**src/rtl/evt_route_pkg.sv**
```systemverilog
package evt_route_pkg;

  // Number of non-compare sources (tick, wrap) ahead of the compare sources.
  localparam int unsigned FIXED_SRC = 2;

  // Position of a source's bit in the shared mask layout.
  function automatic int unsigned layout_pos(input int unsigned src,
                                             input int unsigned cmp_base);
    return (src < FIXED_SRC) ? src : cmp_base + (src - FIXED_SRC);
  endfunction

  // Size of the flag address window: next power of two above the source count.
  function automatic int unsigned flag_span(input int unsigned n_src);
    int unsigned span;
    span = 1;
    while (span < n_src) span = span * 2;
    return span;
  endfunction

  // Next mask value from a direct write, set alias or clear alias.
  function automatic logic [7:0] merge_mask(input logic [7:0] cur,
                                            input logic [7:0] bits,
                                            input logic wr_all,
                                            input logic wr_set,
                                            input logic wr_clr);
    if (wr_all)      return bits;
    else if (wr_set) return cur | bits;
    else if (wr_clr) return cur & ~bits;
    return cur;
  endfunction

endpackage

```
**src/rtl/evt_route_mask.sv**
```systemverilog
module evt_route_mask
  import evt_route_pkg::*;
#(
  parameter int unsigned N_SRC    = 6,
  parameter int unsigned DATA_W   = 32,
  parameter int unsigned CMP_BASE = 16
) (
  input  logic              clk,
  input  logic              rst_n,
  input  logic              wr_all,
  input  logic              wr_set,
  input  logic              wr_clr,
  input  logic [N_SRC-1:0]  wbits,
  output logic [N_SRC-1:0]  mask_q,
  output logic [DATA_W-1:0] view
);

  logic [7:0] cur_w;
  logic [7:0] bits_w;
  logic [7:0] nxt_w;

  assign cur_w  = 8'(mask_q);
  assign bits_w = 8'(wbits);
  assign nxt_w  = merge_mask(cur_w, bits_w, wr_all, wr_set, wr_clr);

  always_ff @(posedge clk) begin
    if (!rst_n) mask_q <= '0;
    else        mask_q <= nxt_w[N_SRC-1:0];
  end

  always_comb begin
    view = '0;
    for (int s = 0; s < N_SRC; s++)
      view = view | (DATA_W'(mask_q[s]) << layout_pos(s, CMP_BASE));
  end

  logic unused_hi;
  assign unused_hi = ^nxt_w;

endmodule

```
**src/rtl/evt_route_flag.sv**
```systemverilog
module evt_route_flag (
  input  logic clk,
  input  logic rst_n,
  input  logic raw,
  input  logic route_en,
  input  logic int_en,
  input  logic sw_wr,
  input  logic sw_val,
  output logic taken,
  output logic flag_q,
  output logic pulse_q
);

  // An event is accepted only if some consumer is enabled for it.
  assign taken = raw & (route_en | int_en);

  always_ff @(posedge clk) begin
    if (!rst_n) begin
      flag_q  <= 1'b0;
      pulse_q <= 1'b0;
    end else begin
      if (taken)      flag_q <= 1'b1;
      else if (sw_wr) flag_q <= sw_val;
      pulse_q <= raw & route_en;
    end
  end

endmodule

```
**src/rtl/evt_route_ctl.sv**
```systemverilog
module evt_route_ctl
  import evt_route_pkg::*;
#(
  parameter int unsigned N_CMP    = 4,
  parameter int unsigned CMP_BASE = 16,
  parameter int unsigned DATA_W   = 32,
  parameter int unsigned ADDR_W   = 4,
  localparam int unsigned N_SRC   = FIXED_SRC + N_CMP
) (
  input  logic              clk,
  input  logic              rst_n,
  input  logic [N_SRC-1:0]  raw_evt,
  input  logic [ADDR_W-1:0] reg_addr,
  input  logic              reg_we,
  input  logic [DATA_W-1:0] reg_wdata,
  output logic [DATA_W-1:0] reg_rdata,
  output logic [N_SRC-1:0]  evt_out,
  output logic              irq
);

  localparam int unsigned SPAN      = flag_span(N_SRC);
  localparam int unsigned A_ROUTE   = SPAN;
  localparam int unsigned A_RSET    = SPAN + 1;
  localparam int unsigned A_RCLR    = SPAN + 2;
  localparam int unsigned A_ISET    = SPAN + 4;
  localparam int unsigned A_ICLR    = SPAN + 5;

  // Named internal events, visible to the bound checker.
  logic [N_SRC-1:0] wbits;
  logic [N_SRC-1:0] route_q;
  logic [N_SRC-1:0] int_q;
  logic [N_SRC-1:0] flag_q;
  logic [N_SRC-1:0] ev_taken;
  logic [N_SRC-1:0] flag_wr;
  logic [N_SRC-1:0] flag_wr_one;
  logic             route_all_wr;
  logic             route_set_wr;
  logic             route_clr_wr;
  logic             int_set_wr;
  logic             int_clr_wr;
  logic [DATA_W-1:0] route_view;
  logic [DATA_W-1:0] int_view;

  // Compact the write word into source order.
  for (genvar s = 0; s < N_SRC; s++) begin : g_pack
    localparam int unsigned POS = layout_pos(s, CMP_BASE);
    assign wbits[s] = reg_wdata[POS];
  end

  assign route_all_wr = reg_we && (reg_addr == ADDR_W'(A_ROUTE));
  assign route_set_wr = reg_we && (reg_addr == ADDR_W'(A_RSET));
  assign route_clr_wr = reg_we && (reg_addr == ADDR_W'(A_RCLR));
  assign int_set_wr   = reg_we && (reg_addr == ADDR_W'(A_ISET));
  assign int_clr_wr   = reg_we && (reg_addr == ADDR_W'(A_ICLR));

  evt_route_mask #(
    .N_SRC(N_SRC), .DATA_W(DATA_W), .CMP_BASE(CMP_BASE)
  ) u_route_mask (
    .clk(clk), .rst_n(rst_n),
    .wr_all(route_all_wr), .wr_set(route_set_wr), .wr_clr(route_clr_wr),
    .wbits(wbits), .mask_q(route_q), .view(route_view)
  );

  evt_route_mask #(
    .N_SRC(N_SRC), .DATA_W(DATA_W), .CMP_BASE(CMP_BASE)
  ) u_int_mask (
    .clk(clk), .rst_n(rst_n),
    .wr_all(1'b0), .wr_set(int_set_wr), .wr_clr(int_clr_wr),
    .wbits(wbits), .mask_q(int_q), .view(int_view)
  );

  for (genvar s = 0; s < N_SRC; s++) begin : g_src
    assign flag_wr[s]     = reg_we && (reg_addr == ADDR_W'(s));
    assign flag_wr_one[s] = flag_wr[s] & reg_wdata[0];

    evt_route_flag u_flag (
      .clk(clk), .rst_n(rst_n),
      .raw(raw_evt[s]), .route_en(route_q[s]), .int_en(int_q[s]),
      .sw_wr(flag_wr[s]), .sw_val(reg_wdata[0]),
      .taken(ev_taken[s]), .flag_q(flag_q[s]), .pulse_q(evt_out[s])
    );
  end

  assign irq = |(flag_q & int_q);

  always_comb begin
    reg_rdata = '0;
    for (int s = 0; s < N_SRC; s++)
      if (reg_addr == ADDR_W'(s)) reg_rdata = DATA_W'(flag_q[s]);
    if (reg_addr == ADDR_W'(A_ROUTE) || reg_addr == ADDR_W'(A_RSET) ||
        reg_addr == ADDR_W'(A_RCLR))
      reg_rdata = route_view;
    if (reg_addr == ADDR_W'(A_ISET) || reg_addr == ADDR_W'(A_ICLR))
      reg_rdata = int_view;
  end

  logic unused_wdata;
  assign unused_wdata = ^reg_wdata;

endmodule

```
**config.mk**
```make
export PLATFORM = sky130hd
export DESIGN_NAME = evt_route_ctl
export DESIGN_NICKNAME = d
export VERILOG_FILES = /design/src/rtl/evt_route_pkg.sv /design/src/rtl/evt_route_mask.sv /design/src/rtl/evt_route_flag.sv /design/src/rtl/evt_route_ctl.sv
export SDC_FILE = /design/constraint.sdc
export NUM_CORES = 1
export LEC_CHECK = 0
export BUFFER_PORTS_ARGS = -buffer_cell sky130_fd_sc_hd__buf_2
export CAP_MARGIN = 20
export CORE_MARGIN = 2
export CORE_UTILIZATION = 48
export CTS_BUF_LIST = sky130_fd_sc_hd__clkbuf_4
export DETAILED_ROUTE_END_ITERATION = 10
export PLACE_DENSITY = 0.88
export SYNTH_ARGS = -nofsm -noshare
export SYNTH_HDL_FRONTEND = slang
export SYNTH_SLANG_ARGS = --single-unit
```
**constraint.sdc**
```tcl
create_clock -name clk -period 3.1 [get_ports clk]
set_input_delay 0.465 -clock clk [delete_from_list [all_inputs] [get_ports clk]]
set_output_delay 0.465 -clock clk [all_outputs]
set_load 0.02 [all_outputs]
```
Word level (Yosys, flattened, before mapping)
Cells that the tools add are included.
{"block": "totals", "register_bits": 24, "in_bits": 45}
{"block": "op_classes", "eq_ne": 10, "muxes": 30, "bitwise_logic": 34, "n_reduce_logical": 22}
{"operator": "two-way mux 32 bit", "count": 7}
{"operator": "OR 32 x 17 -> 32 bit", "count": 2}
{"operator": "OR 32 x 18 -> 32 bit", "count": 2}
{"operator": "OR 32 x 19 -> 32 bit", "count": 2}
{"operator": "OR 32 x 20 -> 32 bit", "count": 2}
{"operator": "two-way mux 6 bit", "count": 5}
{"operator": "equality test 4 bit (second input constant)", "count": 5}
{"operator": "AND 6 bit", "count": 3}
{"operator": "two-way mux 1 bit", "count": 18}
{"operator": "AND 1 bit", "count": 12}
{"operator": "OR 6 bit", "count": 2}
{"operator": "nonzero test 2 bit", "count": 6}
{"operator": "logical AND 1 bit", "count": 11}
{"operator": "equality test 4 x 2 -> 1 bit (second input constant)", "count": 2}
{"operator": "equality test 4 x 3 -> 1 bit (second input constant)", "count": 2}
{"operator": "NOT 6 bit", "count": 1}
{"operator": "OR 1 bit", "count": 6}
{"operator": "OR reduction 6 bit", "count": 1}
{"operator": "equality test 4 x 1 -> 1 bit (second input constant)", "count": 1}
{"operator": "logical NOT 4 bit", "count": 1}
{"operator": "OR 1 x 2 -> 2 bit", "count": 2}
{"operator": "logical OR 1 bit", "count": 3}

Longest topological paths before layout
{"block": "depth", "word_depth": 9, "ltp_mapped": 7, "mapped_depth_nobuf": 4}

By module
A second synthesis with hierarchy kept.
{"block": "hier_totals", "hier_cells": 249, "area_unflattened_um2": 2164.6}
{"module": "evt_route_mask", "n_inst": 2, "cells_per_inst": 64, "area_per_inst_um2": 568.0, "seq_area_each_um2": 120.1}
{"module": "evt_route_ctl", "n_inst": 1, "cells_per_inst": 85, "area_per_inst_um2": 593.1, "seq_area_each_um2": 0.0}
{"module": "evt_route_flag", "n_inst": 6, "cells_per_inst": 6, "area_per_inst_um2": 72.6, "seq_area_each_um2": 40.0}

Least setup slack after synthesis
OpenSTA, ideal clock, no wires.
{"block": "synth_timing", "path_kind": "input to output", "start": "in reg_addr[0]", "end": "out reg_rdata[0]", "arrival_ps": 1432, "required_ps": 2635, "path_slack_ps": 1203, "stages": 6, "path_buffers": 2, "path_cell_list": "clkbuf_1 buf_1 nand2_1 nor3_1 o31ai_1 nand2_1"}
{"block": "synth_via", "elab_chain_cells": 9, "word_cells_on_any_way": 22, "cone_classes": "eq/ne (10); mux (8); reduce/logical (4)"}
{"element": "start: declaration", "line_no": "evt_route_ctl.sv:13", "source": "input logic [ADDR_W-1:0] reg_addr,"}
{"element": "logical NOT 4 bit", "line_no": "evt_route_ctl.sv:89", "source": "if (reg_addr == ADDR_W'(s)) reg_rdata = DATA_W'(flag_q[s]);"}
{"element": "two-way mux 1 bit", "line_no": "evt_route_ctl.sv:89"}
{"element": "two-way mux 32 bit (5 in a row)", "line_no": "evt_route_ctl.sv:89"}
{"element": "two-way mux 32 bit", "line_no": "evt_route_ctl.sv:90", "source": "if (reg_addr == ADDR_W'(A_ROUTE) || reg_addr == ADDR_W'(A_RSET) ||"}
{"element": "two-way mux 32 bit (*)", "line_no": "evt_route_ctl.sv:93", "source": "if (reg_addr == ADDR_W'(A_ISET) || reg_addr == ADDR_W'(A_ICLR))"}
{"element": "end: declaration", "line_no": "evt_route_ctl.sv:16", "source": "output logic [DATA_W-1:0] reg_rdata,"}
Every way passes the cells marked *; elsewhere a longest branch is shown, timed or not.

Final worst setup path
{"block": "layout_timing", "start": "in reg_addr[0]", "end": "out reg_rdata[18]"}
{"block": "layout_via", "elab_chain_cells": 7, "word_cells_on_any_way": 18, "cone_classes": "eq/ne (9); mux (6); reduce/logical (3)"}
{"element": "equality test 4 x 2 -> 1 bit", "line_no": "evt_route_ctl.sv:89"}
{"element": "two-way mux 32 bit (4 in a row)", "line_no": "evt_route_ctl.sv:89"}
{"element": "two-way mux 32 bit", "line_no": "evt_route_ctl.sv:90"}
{"element": "two-way mux 32 bit (*)", "line_no": "evt_route_ctl.sv:93"}
Marks and branches as above.

==> impl_metrics.yaml <==
power:
  power_mw: 0.646
  switching_share_pct: 27.2
  clkPwrFrac_pct: 36.1
  p_per_area_mw_per_mm2: 451
  switchingPower_mw: 0.176
  p_leak_nw: 0.637
  ir_drop_v: 0.000449
  p_int_mw: 0.470
  seqPwrFrac_pct: 49.7
  p_comb_share_pct: 14.2
sta:
  drv_slew: 0
  timing.final.ws_setup_ns: 0.957
  setup_violations: 0
  fmax_mhz: 467
  worst_pin_slew_ns: 0.768
  fin_skew_ns: 0.00787
  fin_crit_sh_pct: 69.1
  rsz0062_at_grt: "no"
  period_minus_slack_ns: 2.14
  setup_tns_ns: 0
  timing.final.hold_violations: 0
  relSlewSlack_pct: 48.4
run:
  maxCapViolations: 0
setup_path:
  rr_worst_depth: 2
  crit_arrival_ns: 1.68
  critPathMaxFanout: 18
  cp_num_buf_inv: 2
  critPathSlowestCell: "a21oi_1"
  reg2reg_slack_ns: 2.29
  critical_path_class: "in -> out"
  crit_cells: 5
  max_stage_delay_ns: 0.52
  cp.required_ns: 2.63
  path_cells: "buf_2 -> a21oi_1 -> a22oi_1 -> nor2b_1 -> buf_2"
  critPathTopFamily: "compound AO/OA/AOI/OAI gates"
  path_common_cell: "buf_2"
  start_kind: "input port"
  critPathCaptureType: "output port"
floorplan:
  fp.dieW_um: 57.8
  die_y_um: 57.8
  rows: 19
  core_area_mm2: 0.00276
  die_area_mm2: 0.00335
  ios: 84
  initial_utilization_pct: 50.5
clock_network:
  cts.repair.resized: 0
  cts_buffers: 3
  ctsHoldBuffers: 0
  htreeDepth: 1
  insertion_delay_ns: 0.33
  cts_root_buf: "clkbuf_4"
  clock_path_buffers: 2
  cts.clk_slew.worst_paths_ns: 0.14
  cts_tree: "yes"
  cts_sinks: 24
  post_cts_buffers: 0
synthesis:
  netlist_area_mm2: 0.00139
  syn_avg_cell_area_um2: 8.81
  ys_ff_latch: 24
  yosysSeqAreaShare_pct: 34.5
  yosys_warnings: 0
  syn_inst: 158
  synth_cell_types: 29
routing:
  final_antenna_net_count: 0
  wl_per_cell_um: 13.8
  first_pass_iters: 4
  vias: 1152
  drt-initial-drc-count: 47
  routed_wl_um: 2880
  via_per_inst: 5.54
  drc: 0
grt:
  grt_pass1_vias: 975
  grt-ovfl-total: 0
  grt_max_degree: 19
  grt_use_total_pct: 17.5
  grt_pass1_wl_um: 4520
  grt_antenna_before_repair: 0
place:
  numPortBuffers: 31
  dp_hpwl_um: 2030
  dp_cells: 204
  dp_slack_ns: 1.00
  gp_congestion: 0.870
status:
  status: "finished clean"
layout:
  instances_no_fill: 208
  drive_gt1_share_pct: 20.9
  num_antenna_cells: 0
  final_core_utilization_pct: 52.0
  area_growth_pct: 2.97
  num-fill-cells: 265
  multi_input_area_um2: 698
  seq_area_um2: 480
  final_nets: 223
worst_hold_path:
  min_from: "reg_wdata[1]"
  hold_path_class: "in -> reg"
  min_path_cells: 2
cell families after synthesis:
kind of cell / count (synthesis) / share of synthesized area [%]
compound gates: 50 / 23.8
buf+inv: 43 / 22.0
simple gates: 33 / 14.3
flops: 24 / 34.5
mux: 7 / 5.04
other cells: 1 / 0.270
cell type report:
cell class	instances	share of cell area [%]
clock buffers	3	1.57
clock inverters	1	2.10
inverters	2	0.524
multi-input cells	116	48.7
flip-flops and latches	24	33.5
well taps	31	2.71
repair buffers	31	10.8
power by group through the flow:
stage | combinational (mW) | clock, mW | sequential (mW)
5_1_grt | 0.0993 | 0.249 | 0.322
2_1_floorplan | 0.0943 | 0 | 0.326
4_1_cts | 0.0904 | 0.237 | 0.321
3_3_place_gp | 0.0890 | 0 | 0.328
3_5_place_dp | 0.0901 | 0 | 0.328
6_report | 0.0918 | 0.233 | 0.321
metrics by stage:
stage	area (um2)	hold WS (ns)
floorplan	1490	0.484
global placement	1380	0.495
detailed placement	1380	0.497
CTS	1430	0.340
global route	1430	0.334
finish	1430	0.348
worst max path at each step:
stage,from,end,slack [ns]
CTS,reg_addr[0],reg_rdata[18],0.98
finish,reg_addr[0],reg_rdata[18],0.96
global route,reg_addr[0],reg_rdata[18],0.86
floorplan,reg_addr[0],reg_rdata[0],1.20
detailed placement,reg_addr[0],reg_rdata[18],1.00
global placement,reg_addr[0],reg_rdata[16],0.99
cell usage after synthesis:
| master | n | area [um2] |
|---|---|---|
| buf_4 | 33 | 248 |
| dfxtp_1 | 24 | 480 |
| a21oi_1 | 14 | 70.1 |
| o21ai_0 | 13 | 65.1 |
| a22oi_1 | 8 | 60.1 |
| mux2i_1 | 7 | 70.1 |
| a311oi_1 | 6 | 52.6 |
| a32o_1 | 6 | 60.1 |
| and3_1 | 6 | 37.5 |
| nand2_1 | 5 | 18.8 |
| nor2b_1 | 5 | 31.3 |
| nor3_1 | 4 | 20.0 |
| clkbuf_1 | 3 | 11.3 |
| nand3_1 | 3 | 15.0 |
| nand3b_1 | 3 | 22.5 |
| buf_2 | 2 | 10.0 |
| inv_1 | 2 | 7.51 |
| nor2_1 | 2 | 7.51 |
| nor3b_1 | 2 | 15.0 |
| a32oi_1 | 1 | 8.76 |
| and3_4 | 1 | 11.3 |
| buf_1 | 1 | 3.75 |
| buf_6 | 1 | 11.3 |
| buf_8 | 1 | 15.0 |
| conb_1 | 1 | 3.75 |
| nand2b_1 | 1 | 6.26 |
| nor2b_4 | 1 | 13.8 |
| o21a_1 | 1 | 7.51 |
| o31ai_1 | 1 | 7.51 |
layout by cell type (no fill, tap or decap), types with 5 or more instances in the layout:
master,n
dfxtp_1,24
a311oi_1,6
mux2i_1,7
nor2b_1,5
buf_2,31
a21oi_1,14
nand2_1,5
a22oi_1,8
a32o_1,6
o21ai_0,13
conb_1,26
and3_1,6
metal layers:
metal | GRT usage (%) | routed length, um
met1 | 23.6 | 1280
met3 | 4.91 | 159
met4 | 5.32 | 18
met2 | 27.4 | 1420
met5 | 0 | 0
No activity file was read; power rests on OpenSTA's default activity.
